### src/rtl/tdm_arb_pkg.sv
package tdm_arb_pkg;
    localparam int NUM_CLIENTS = 4;
    localparam int CID_W       = 2;
    localparam int SLOT_W      = 3;

    typedef enum logic [CID_W-1:0] {
        CL_ACCUM   = 2'd0,
        CL_READOUT = 2'd1,
        CL_TBLWR   = 2'd2,
        CL_WAVE    = 2'd3
    } client_e;

    typedef enum logic [SLOT_W-1:0] {
        SL_ACC0    = 3'd0,
        SL_ACC1    = 3'd1,
        SL_ACC2    = 3'd2,
        SL_ACC3    = 3'd3,
        SL_ACC4    = 3'd4,
        SL_READOUT = 3'd5,
        SL_TBLWR   = 3'd6,
        SL_WAVE    = 3'd7
    } slot_e;
endpackage

### src/rtl/tdm_slot_fsm.sv
module tdm_slot_fsm
    import tdm_arb_pkg::*;
(
    input  logic    clk,
    input  logic    rst_n,
    output slot_e   slot_q,
    output client_e owner,
    output logic    frame_end
);
    slot_e slot_d;

    // state register
    always_ff @(posedge clk or negedge rst_n) begin
        if (!rst_n) slot_q <= SL_ACC0;
        else        slot_q <= slot_d;
    end

    // next-state: fixed cyclic order
    always_comb begin
        slot_d = SL_ACC0;
        unique case (slot_q)
            SL_ACC0:    slot_d = SL_ACC1;
            SL_ACC1:    slot_d = SL_ACC2;
            SL_ACC2:    slot_d = SL_ACC3;
            SL_ACC3:    slot_d = SL_ACC4;
            SL_ACC4:    slot_d = SL_READOUT;
            SL_READOUT: slot_d = SL_TBLWR;
            SL_TBLWR:   slot_d = SL_WAVE;
            SL_WAVE:    slot_d = SL_ACC0;
        endcase
    end

    // outputs: slot ownership
    always_comb begin
        owner     = CL_ACCUM;
        frame_end = 1'b0;
        unique case (slot_q)
            SL_ACC0, SL_ACC1, SL_ACC2,
            SL_ACC3, SL_ACC4: owner = CL_ACCUM;
            SL_READOUT:       owner = CL_READOUT;
            SL_TBLWR:         owner = CL_TBLWR;
            SL_WAVE: begin
                owner     = CL_WAVE;
                frame_end = 1'b1;
            end
        endcase
    end

    assert_slot_wrap_R1: assert property (@(posedge clk) disable iff (!rst_n)
        (slot_q == SL_WAVE) |=> (slot_q == SL_ACC0));

    assert_slot_advance_R1: assert property (@(posedge clk) disable iff (!rst_n)
        (slot_q != SL_WAVE) |=> (slot_q != SL_ACC0));
endmodule

### src/rtl/tdm_bank_reg.sv
module tdm_bank_reg #(
    parameter int BANK_W = 2
) (
    input  logic              clk,
    input  logic              rst_n,
    input  logic              load_i,
    input  logic [BANK_W-1:0] sel_i,
    input  logic              frame_end_i,
    output logic [BANK_W-1:0] bank_q
);
    logic [BANK_W-1:0] pend_q;
    logic [BANK_W-1:0] pend_d;

    always_comb pend_d = load_i ? sel_i : pend_q;

    always_ff @(posedge clk or negedge rst_n) begin
        if (!rst_n) begin
            pend_q <= '0;
            bank_q <= '0;
        end else begin
            pend_q <= pend_d;
            if (frame_end_i) bank_q <= pend_d;
        end
    end

    assert_bank_frame_R8: assert property (@(posedge clk) disable iff (!rst_n)
        !frame_end_i |=> $stable(bank_q));
endmodule

### src/rtl/tdm_access_mux.sv
module tdm_access_mux
    import tdm_arb_pkg::*;
#(
    parameter int ADDR_W = 17,
    parameter int DATA_W = 8,
    parameter int BANK_W = 2,
    localparam int RAM_AW = BANK_W + ADDR_W
) (
    input  logic                          clk,
    input  logic                          rst_n,
    input  client_e                       owner,
    input  logic [BANK_W-1:0]             bank,
    input  logic [NUM_CLIENTS-1:0]        cl_req,
    input  logic [NUM_CLIENTS-1:0]        cl_we,
    input  logic [NUM_CLIENTS*ADDR_W-1:0] cl_addr,
    input  logic [NUM_CLIENTS*DATA_W-1:0] cl_wdata,
    output logic [NUM_CLIENTS-1:0]        grant,
    output logic [NUM_CLIENTS-1:0]        rd_grant,
    output logic [RAM_AW-1:0]             ram_addr,
    output logic [DATA_W-1:0]             ram_dq,
    output logic                          ram_dq_oe,
    output logic                          ram_ce_n,
    output logic                          ram_oe_n,
    output logic                          ram_we_n
);
    logic [ADDR_W-1:0] addr_arr  [NUM_CLIENTS];
    logic [DATA_W-1:0] wdata_arr [NUM_CLIENTS];
    logic              access;
    logic              is_write;

    for (genvar c = 0; c < NUM_CLIENTS; c++) begin : g_client
        assign addr_arr[c]  = cl_addr[c*ADDR_W +: ADDR_W];
        assign wdata_arr[c] = cl_wdata[c*DATA_W +: DATA_W];
        assign grant[c]     = (owner == client_e'(CID_W'(c))) && cl_req[c];
        assign rd_grant[c]  = grant[c] && !cl_we[c];
    end

    always_comb begin
        access    = cl_req[owner];
        is_write  = access && cl_we[owner];
        ram_addr  = {bank, addr_arr[owner]};
        ram_dq    = wdata_arr[owner];
        ram_dq_oe = is_write;
        ram_ce_n  = !access;
        ram_we_n  = !is_write;
        ram_oe_n  = !(access && !cl_we[owner]);
    end

    assert_grant_onehot_R3: assert property (@(posedge clk) disable iff (!rst_n)
        $onehot0(grant));

    assert_idle_no_grant_R4: assert property (@(posedge clk) disable iff (!rst_n)
        (grant == '0) |-> (ram_ce_n && ram_oe_n && ram_we_n && !ram_dq_oe));

    assert_rw_exclusive_R5: assert property (@(posedge clk) disable iff (!rst_n)
        !(!ram_oe_n && !ram_we_n));
endmodule

### src/rtl/tdm_read_return.sv
module tdm_read_return
    import tdm_arb_pkg::*;
#(
    parameter int DATA_W = 8
) (
    input  logic                   clk,
    input  logic                   rst_n,
    input  logic [NUM_CLIENTS-1:0] rd_grant,
    input  logic [DATA_W-1:0]      ram_dq_i,
    output logic [DATA_W-1:0]      rdata_q,
    output logic [NUM_CLIENTS-1:0] rvalid_q
);
    always_ff @(posedge clk or negedge rst_n) begin
        if (!rst_n) begin
            rvalid_q <= '0;
            rdata_q  <= '0;
        end else begin
            rvalid_q <= rd_grant;
            if (|rd_grant) rdata_q <= ram_dq_i;
        end
    end

    for (genvar c = 0; c < NUM_CLIENTS; c++) begin : g_chk
        assert_read_return_R7: assert property (@(posedge clk) disable iff (!rst_n)
            rd_grant[c] |=> (rvalid_q[c] && rdata_q == $past(ram_dq_i)));
    end

    assert_rvalid_onehot_R7: assert property (@(posedge clk) disable iff (!rst_n)
        $onehot0(rvalid_q));
endmodule

### src/rtl/tdm_sram_arbiter.sv
module tdm_sram_arbiter
    import tdm_arb_pkg::*;
#(
    parameter int ADDR_W = 17,
    parameter int DATA_W = 8,
    parameter int BANK_W = 2,
    localparam int RAM_AW = BANK_W + ADDR_W
) (
    input  logic                          clk,
    input  logic                          rst_n,
    input  logic                          bank_load_i,
    input  logic [BANK_W-1:0]             bank_sel_i,
    input  logic [NUM_CLIENTS-1:0]        cl_req_i,
    input  logic [NUM_CLIENTS-1:0]        cl_we_i,
    input  logic [NUM_CLIENTS*ADDR_W-1:0] cl_addr_i,
    input  logic [NUM_CLIENTS*DATA_W-1:0] cl_wdata_i,
    output logic [NUM_CLIENTS-1:0]        cl_grant_o,
    output logic [DATA_W-1:0]             cl_rdata_o,
    output logic [NUM_CLIENTS-1:0]        cl_rvalid_o,
    output logic [RAM_AW-1:0]             ram_addr_o,
    output logic [DATA_W-1:0]             ram_dq_o,
    output logic                          ram_dq_oe_o,
    input  logic [DATA_W-1:0]             ram_dq_i,
    output logic                          ram_ce_n_o,
    output logic                          ram_oe_n_o,
    output logic                          ram_we_n_o
);
    slot_e                   slot_q;
    client_e                 owner;
    logic                    frame_end;
    logic [BANK_W-1:0]       bank;
    logic [NUM_CLIENTS-1:0]  rd_grant;

    tdm_slot_fsm u_fsm (
        .clk       (clk),
        .rst_n     (rst_n),
        .slot_q    (slot_q),
        .owner     (owner),
        .frame_end (frame_end)
    );

    tdm_bank_reg #(.BANK_W(BANK_W)) u_bank (
        .clk         (clk),
        .rst_n       (rst_n),
        .load_i      (bank_load_i),
        .sel_i       (bank_sel_i),
        .frame_end_i (frame_end),
        .bank_q      (bank)
    );

    tdm_access_mux #(.ADDR_W(ADDR_W), .DATA_W(DATA_W), .BANK_W(BANK_W)) u_mux (
        .clk       (clk),
        .rst_n     (rst_n),
        .owner     (owner),
        .bank      (bank),
        .cl_req    (cl_req_i),
        .cl_we     (cl_we_i),
        .cl_addr   (cl_addr_i),
        .cl_wdata  (cl_wdata_i),
        .grant     (cl_grant_o),
        .rd_grant  (rd_grant),
        .ram_addr  (ram_addr_o),
        .ram_dq    (ram_dq_o),
        .ram_dq_oe (ram_dq_oe_o),
        .ram_ce_n  (ram_ce_n_o),
        .ram_oe_n  (ram_oe_n_o),
        .ram_we_n  (ram_we_n_o)
    );

    tdm_read_return #(.DATA_W(DATA_W)) u_ret (
        .clk      (clk),
        .rst_n    (rst_n),
        .rd_grant (rd_grant),
        .ram_dq_i (ram_dq_i),
        .rdata_q  (cl_rdata_o),
        .rvalid_q (cl_rvalid_o)
    );

    // slot 5..7 owners never see a grant during accumulation slots
    assert_accum_slots_R2: assert property (@(posedge clk) disable iff (!rst_n)
        (slot_q <= SL_ACC4) |-> (cl_grant_o[3:1] == 3'b000));

    assert_idle_owner_R4: assert property (@(posedge clk) disable iff (!rst_n)
        !cl_req_i[owner] |-> (cl_grant_o == '0));
endmodule

### config.mk
export PLATFORM = sky130hd
export DESIGN_NAME = tdm_sram_arbiter
export DESIGN_NICKNAME = d
export VERILOG_FILES = /design/src/rtl/tdm_arb_pkg.sv /design/src/rtl/tdm_slot_fsm.sv /design/src/rtl/tdm_bank_reg.sv /design/src/rtl/tdm_access_mux.sv /design/src/rtl/tdm_read_return.sv /design/src/rtl/tdm_sram_arbiter.sv
export SDC_FILE = /design/constraint.sdc
export NUM_CORES = 1
export LEC_CHECK = 0
export BUFFER_PORTS_ARGS = -buffer_cell sky130_fd_sc_hd__buf_2
export CAP_MARGIN = 20
export CORE_MARGIN = 1.5
export CORE_UTILIZATION = 35
export CTS_BUF_LIST = sky130_fd_sc_hd__clkbuf_16
export CTS_CLUSTER_SIZE = 30
export DETAILED_ROUTE_END_ITERATION = 10
export PLACE_DENSITY = 0.82
export SETUP_SLACK_MARGIN = 0.05
export SLEW_MARGIN = 0
export SYNTH_ARGS = -nofsm -noshare
export SYNTH_HDL_FRONTEND = slang
export SYNTH_SLANG_ARGS = --single-unit
### constraint.sdc
create_clock -name clk -period 3.2 [get_ports clk]
set_input_delay 0.16 -clock clk [delete_from_list [all_inputs] [get_ports clk]]
set_output_delay 0.16 -clock clk [all_outputs]
set_load 0.005 [all_outputs]
==> impl_metrics.yaml, run 1 <==
yosys:
  synth_top_family_by_area: "multiplexers"
  synthSimpleGateAreaFrac: 0.1212
  async_flop_share: 1.000
  synthXorXnorAreaFrac: 0.005733
  synthFlopType: "dfrtp_1"
  synth_top_cell_area_share: 0.3112
  ys_types: 28
  synth_area_um2: 1528
  ys_seq_area_frac: 0.3112
  synth.avg_cell_area_um2: 9.856
  synth_edf_count: 0
  synth_mux_area_frac: 0.2588
  synthAdderAreaFrac: 0.01638
  synthTopCellsByArea: "dfrtp_1, mux2i_1, a221o_1"
  syn_nets: 278
  synth_compound_area_frac: 0.2146
  synth-seq-cells: 19
  ys.warnings.count: 0
  syn_inst: 155
  synth_top_cell_by_area: "dfrtp_1"
final_layout:
  finalInstanceArea_um2: 2495
  fin_util: 0.6105
  fin_nets: 441
  layout_commonest_cell: "buf_2"
  multi_input_area_um2: 969.7
  seq_area_um2: 476.7
  final_cell_mix: "buf_2, nor2_1, mux2i_1"
  diodes: 0
  fill_cells: 361
  layout-drive-gt1-share: 0.6088
  area_growth_pct: 63.31
setup_path:
  cp.required_ns: 3.04
  worstPathCellList: "inv_1 > ha_1 > nor4bb_4 > a222oi_1 > a21boi_4 > inv_1 > buf_2"
  max_stage_delay_ns: 0.48
  worstSetupStartpointType: "register"
  worstSetupEndpointType: "primary output"
  rr_startpoint: "u_fsm.slot_q[0]"
  cp_common_cell: "inv_1"
  critPathMaxFanout: 9
  crit_type: "register to primary output"
  cp.arrival_ns: 2.39
  cp_slowest_cell: "a222oi_1"
  crit_start: "u_fsm.slot_q[0]"
sta:
  rsz0062_at_grt: "no"
  min_period_ns: 2.547
  setup_viol: 0
  hold_ws_ns: 0.07419
  skew_ns: 0.004271
  min_period_over_period: 0.7958
  tightest_slew_ns: 0.4809
  fin_tns_setup_ns: 0
  finalHoldViolations: 0
  fmax_mhz: 392.7
  drv_slew: 0
  slew_headroom: 0.6794
pwr:
  p_leak_nw: 1.537
  pwr_density_cell_nw_per_um2: 282.1
  peakVddDrop_v: 0.0001599
  total_power_mw: 0.7038
die:
  die_y_um: 69.07
  start_util: 0.3739
  die_w_um: 69.07
  io_pins: 168
  core_um2: 4086
  fp-row-count: 23
  dieArea_um2: 4770
run:
  max-cap-violations: 0
global_routing:
  antenna_found_initial: 0
  grt_pass1_wl_um: 8252
  overflow: 0
  grt_max_degree: 31
  track_usage: 0.2090
  grt_pass1_vias: 1811
place:
  io_buffers: 167
  placed_area_um2: 2405
  place_congestion: 0.8225
  hpwl_um: 4233
clock_tree:
  clock_path_buffers: 2
  cts_tree: "done"
  cts_root_buf: "clkbuf_16"
  htree_levels: 1
  clock_latency_ns: 0.25
  post_cts_resize_count: 0
  post_cts_buffers: 0
  cts_sinks: 19
  cts_buffers: 3
  clk_pin_slew_ns: 0.06
detailed_routing:
  ant_nets: 0
  drt-pass1-iter-count: 4
  wirelength_um: 5133
  via_per_inst: 5.095
  drc: 0
  drtIter0Drc: 76
  vias: 1870
  post_drt_wl_per_cell_um: 13.99
run_status:
  status: "completed"
hold_path:
  hp-start: "cl_we_i[3]"
  hp-class: "primary input to register"
-- state kept, by name, indices dropped and copies added (netlist names) --
name	flops
u_fsm.slot_q	3
u_bank.pend_q	2
u_bank.bank_q	2
u_ret.rvalid_q	4
u_ret.rdata_q	8
-- worst max-delay path, delay by kind of cell, from the launching register on --
family                   cells  cell delay (ns)
adder cells (fa/ha/maj)      1             0.40
AND/OR/NAND/NOR              1             0.10
flip-flops                   1             0.45
buffers and inverters        3             0.30
AO/OA/AOI/OAI                2             0.89
-- report_power, final --
part           switching [mW]  internal, mW  leakage, nW  total [mW]
Combinational          0.0643         0.115         1.26       0.179
Clock                  0.0880         0.167       0.0409       0.255
Sequential            0.00856         0.261        0.232       0.269
Total                   0.161         0.543         1.54       0.704
-- stage by stage --
stage | setup WS [ns] | instances
floorplan | 0.5319 | 155
global placement | 0.8574 | 362
detailed placement | 0.7817 | 362
CTS | 0.6582 | 367
global route | 0.4945 | 367
finish | 0.6533 | 367
-- cell type report --
cell class | count | area share
inverters | 8 | 0.01204
well taps | 50 | 0.02508
flip-flops and latches | 19 | 0.1911
repair buffers | 172 | 0.3511
multi-input cells | 114 | 0.3887
clock inverters | 1 | 0.002006
clock buffers | 3 | 0.03009
-- cells in the mapped netlist (2+ instances only) --
master	n
nor2b_1	4
a221o_1	25
and2_1	2
inv_1	8
ha_1	2
mux2_2	12
nor2_1	27
dfrtp_1	19
buf_2	4
buf_6	3
mux2i_1	26
clkbuf_1	7
-- per-layer routing --
| layer | share of wire | vias to the layer above | global-route usage |
|---|---|---|---|
| met5 | 0 | - | 0 |
| met2 | 0.52 | 99 | 0.3900 |
| met3 | 0.085 | 10 | 0.05117 |
| li1 | - | 911 | - |
| met1 | 0.38 | 850 | 0.2294 |
| met4 | 0.018 | 0 | 0.06754 |
-- logic make-up after synthesis --
| kind of cell | after synthesis |
|---|---|
| and+or+nand+nor | 40 |
| DFF | 19 |
| xor gates and xnor gates | 1 |
| muxes | 38 |
| AOI/OAI and AO/OA | 33 |
| adders and majority gates | 2 |
| buffers and inverters | 22 |
-- worst paths after layout --
check / to / slack (ns) / depth (start not counted)
max: ram_oe_n_o / 0.65 / 7
max in group asynchronous: u_fsm.slot_q[0] / 2.50 / 2
min in group asynchronous: u_ret.rdata_q[6] / 0.39 / 2
min reg2reg: u_ret.rdata_q[0] / 0.50 / 1
min: u_ret.rvalid_q[3] / 0.07 / 2
max reg2reg: u_ret.rdata_q[1] / 0.76 / 6
-- what timing repair did --
action / CTS / global route
endpoints found under the hold margin: 19 / 0
hold buffers: 1 / 0
endpoints found under the setup margin: 0 / 0
Power figures use the tool's default switching activity.
==> run 2, diff against run 1 <==
--- a/config.mk
+++ b/config.mk
@@ -8,11 +8,11 @@
 export BUFFER_PORTS_ARGS = -buffer_cell sky130_fd_sc_hd__buf_2
 export CAP_MARGIN = 20
 export CORE_MARGIN = 1.5
-export CORE_UTILIZATION = 35
+export CORE_UTILIZATION = 31
 export CTS_BUF_LIST = sky130_fd_sc_hd__clkbuf_16
 export CTS_CLUSTER_SIZE = 30
 export DETAILED_ROUTE_END_ITERATION = 10
-export PLACE_DENSITY = 0.82
+export PLACE_DENSITY = 0.77
 export SETUP_SLACK_MARGIN = 0.05
 export SLEW_MARGIN = 0
 export SYNTH_ARGS = -nofsm -noshare
==> constraint.sdc (replaced) <==
create_clock -name clk -period 2.1 [get_ports clk]
set_input_delay 0.105 -clock clk [delete_from_list [all_inputs] [get_ports clk]]
set_output_delay 0.105 -clock clk [all_outputs]
set_load 0.005 [all_outputs]
==> run 2 against run 1 <==
The flow now finishes with violations (setup timing). Sequential share of layout area fell by 2.6 points. Sequential cell count unchanged. Setup slack got worse by 0.71 ns. Die area up 12%. Utilization increased by 0.086 points. Worst hold slack lost 0.057 ns. Sequential power up 53%. Cell count is 9.3% higher. Clock power rose by 49%. Register-to-register slack worse by 0.74 ns. Critical endpoint is now ram_addr_o[14]. Largest cell class unchanged.
==> impl_metrics.yaml, run 2 (synthesis gave the netlist of run 1 again) <==
sta:
  finalHoldViolations: 0
  rsz0062_at_grt: "yes"
  min_period_ns: 2.159
  slew_headroom: 0.7180
  fmax_mhz: 463.3
  skew_ns: 0.004590
  tightest_slew_ns: 0.4229
  hold_ws_ns: 0.01715
  drv_slew: 0
  setup_viol: 26
  min_period_over_period: 1.028
  layout_setup_ws_ns: -0.05866
detailed_routing:
  drtIter0Drc: 81
  vias: 1978
  via_per_inst: 4.933
  post_drt_wl_per_cell_um: 14.29
  wirelength_um: 5731
  drt-pass1-iter-count: 4
  ant_nets: 0
  drc: 0
pwr:
  power_frac_seq: 0.376
  power_frac_clock: 0.347
  swShare: 0.2266
  switchingPower_mw: 0.2477
  pwr_density_cell_nw_per_um2: 378.6
  pwr-share-comb: 0.277
  p_int_mw: 0.8457
  total_power_mw: 1.093
  peakVddDrop_v: 0.0002018
  p_leak_nw: 1.693
die:
  fp-row-count: 25
  start_util: 0.3234
  dieArea_um2: 5358
  core_um2: 4723
  io_pins: 168
  die_y_um: 73.20
  die_w_um: 73.20
setup_path:
  crit_buf_inv: 4
  max_stage_delay_ns: 0.47
  worstSetupEndpointType: "primary output"
  rr_startpoint: "u_fsm.slot_q[0]"
  r2r_setup_slack_ns: 0.02
  r2r_cells: 6
  crit_type: "register to primary output"
  path_delay_family: "buffers and inverters"
  cp_slowest_cell: "dfrtp_2"
  critPathMaxFanout: 6
  worstPathCellList: "ha_4 > buf_6 > buf_6 > o21ai_4 > clkbuf_16 > nor2_4 > a221o_1 > buf_2"
  cp.arrival_ns: 2.05
  worstSetupStartpointType: "register"
  cp.required_ns: 2.00
  cp_common_cell: "buf_6"
  r2r_end: "u_ret.rdata_q[2]"
global_routing:
  grt_pass1_wl_um: 7983
  grt_pass1_vias: 1733
  grt_max_degree: 27
  overflow: 0
  antenna_found_initial: 0
  track_usage: 0.1932
hold_path:
  min_path_cells: 2
  hp-start: "cl_we_i[2]"
  hp-class: "primary input to register"
  whs_endpoint: "u_ret.rvalid_q[2]"
final_layout:
  top_register: "u_ret.rdata_q"
  largest_reg_flops: 8
  multi_input_area_um2: 1107
  fill_cells: 389
  seq_area_um2: 476.7
  layout-drive-gt1-share: 0.6766
  finalInstanceArea_um2: 2888
  finalNonFillerCells: 401
  reg_top3: "u_ret.rdata_q: 8 flops, u_ret.rvalid_q: 4 flops, u_fsm.slot_q: 3 flops"
  fin_util: 0.6114
  diodes: 0
  final_cell_mix: "buf_2, mux2i_1, a221o_1"
  area_growth_pct: 89.03
  fin_nets: 458
  layout_commonest_cell: "buf_2"
place:
  place_inst: 388
  io_buffers: 167
  hpwl_um: 4224
  placed_area_um2: 2579
  place_congestion: 0.8180
clock_tree:
  cts_tree: "done"
  htree_levels: 1
  cts_sinks: 19
  clock_latency_ns: 0.25
  cts_buffers: 3
  cts_root_buf: "clkbuf_16"
  clock_path_buffers: 2
  clk_pin_slew_ns: 0.05
run_status:
  status: "finished with violations"
  violations: "setup timing"
run:
  max-cap-violations: 0
[run 2: layer usage]
layer | part of all wire | global-route usage | wire, um | up-vias
li1 | - | - | - | 946
met3 | 0.069 | 0.03453 | 394 | 9
met1 | 0.37 | 0.2054 | 2140 | 918
met4 | 0.018 | 0.1048 | 106 | 0
met2 | 0.54 | 0.3566 | 3091 | 105
met5 | 0 | 0 | 0 | -
[run 2: metrics by stage]
stage	TNS [ns]	setup slack [ns]
final	-0.8402	-0.05866
after global routing	-3.483	-0.1391
after CTS	-0.04161	-0.04161
after detailed placement	-0.5288	-0.06964
after global placement	-0.2329	-0.03024
after floorplan	-2.264	-0.2794
[run 2: worst max-delay path by stage]
stage	start	endpoint	slack (ns)	depth (start not counted)
floorplan	u_fsm.slot_q[0]	u_ret.rdata_q[0]	-0.28	10
global placement	u_fsm.slot_q[0]	u_ret.rdata_q[0]	-0.03	6
detailed placement	u_fsm.slot_q[0]	u_ret.rdata_q[0]	-0.07	6
CTS	u_fsm.slot_q[0]	ram_oe_n_o	-0.04	7
global route	u_fsm.slot_q[0]	ram_oe_n_o	-0.14	7
finish	u_fsm.slot_q[0]	ram_addr_o[14]	-0.06	8
[run 2: cell type report]
| cell class | instances | area share |
|---|---|---|
| multi-input cells | 114 | 0.3834 |
| repair buffers | 189 | 0.3830 |
| flip-flops and latches | 19 | 0.1651 |
| well taps | 67 | 0.02903 |
| clock buffers | 3 | 0.02600 |
| inverters | 8 | 0.01213 |
| clock inverters | 1 | 0.001300 |
[run 2: worst register-to-register path, delay by kind of cell (launching register included)]
family,cells,cell delay [ns]
AOI/OAI and AO/OA,3,0.83
DFF,1,0.47
muxes,1,0.30
adders and majority gates,1,0.21
buffers and inverters,1,0.15
[run 2: what timing repair did]
action | CTS | global route
buffers inserted | 4 | 2
pin swaps | 3 | 12
cloned | 0 | 3
hold buffers | 1 | 0
gates resized for setup | 10 | 26
setup endpoints to repair | 38 | 38
hold endpoints to repair | 19 | 0
[run 2: power by group through the flow]
| stage | clock [mW] | combinational, mW | sequential [mW] |
|---|---|---|---|
| after global routing | 0.405 | 0.331 | 0.414 |
| after global placement | 0 | 0.287 | 0.417 |
| final | 0.380 | 0.303 | 0.411 |
| after detailed placement | 0 | 0.293 | 0.417 |
| after floorplan | 0 | 0.103 | 0.420 |
| after CTS | 0.390 | 0.297 | 0.411 |
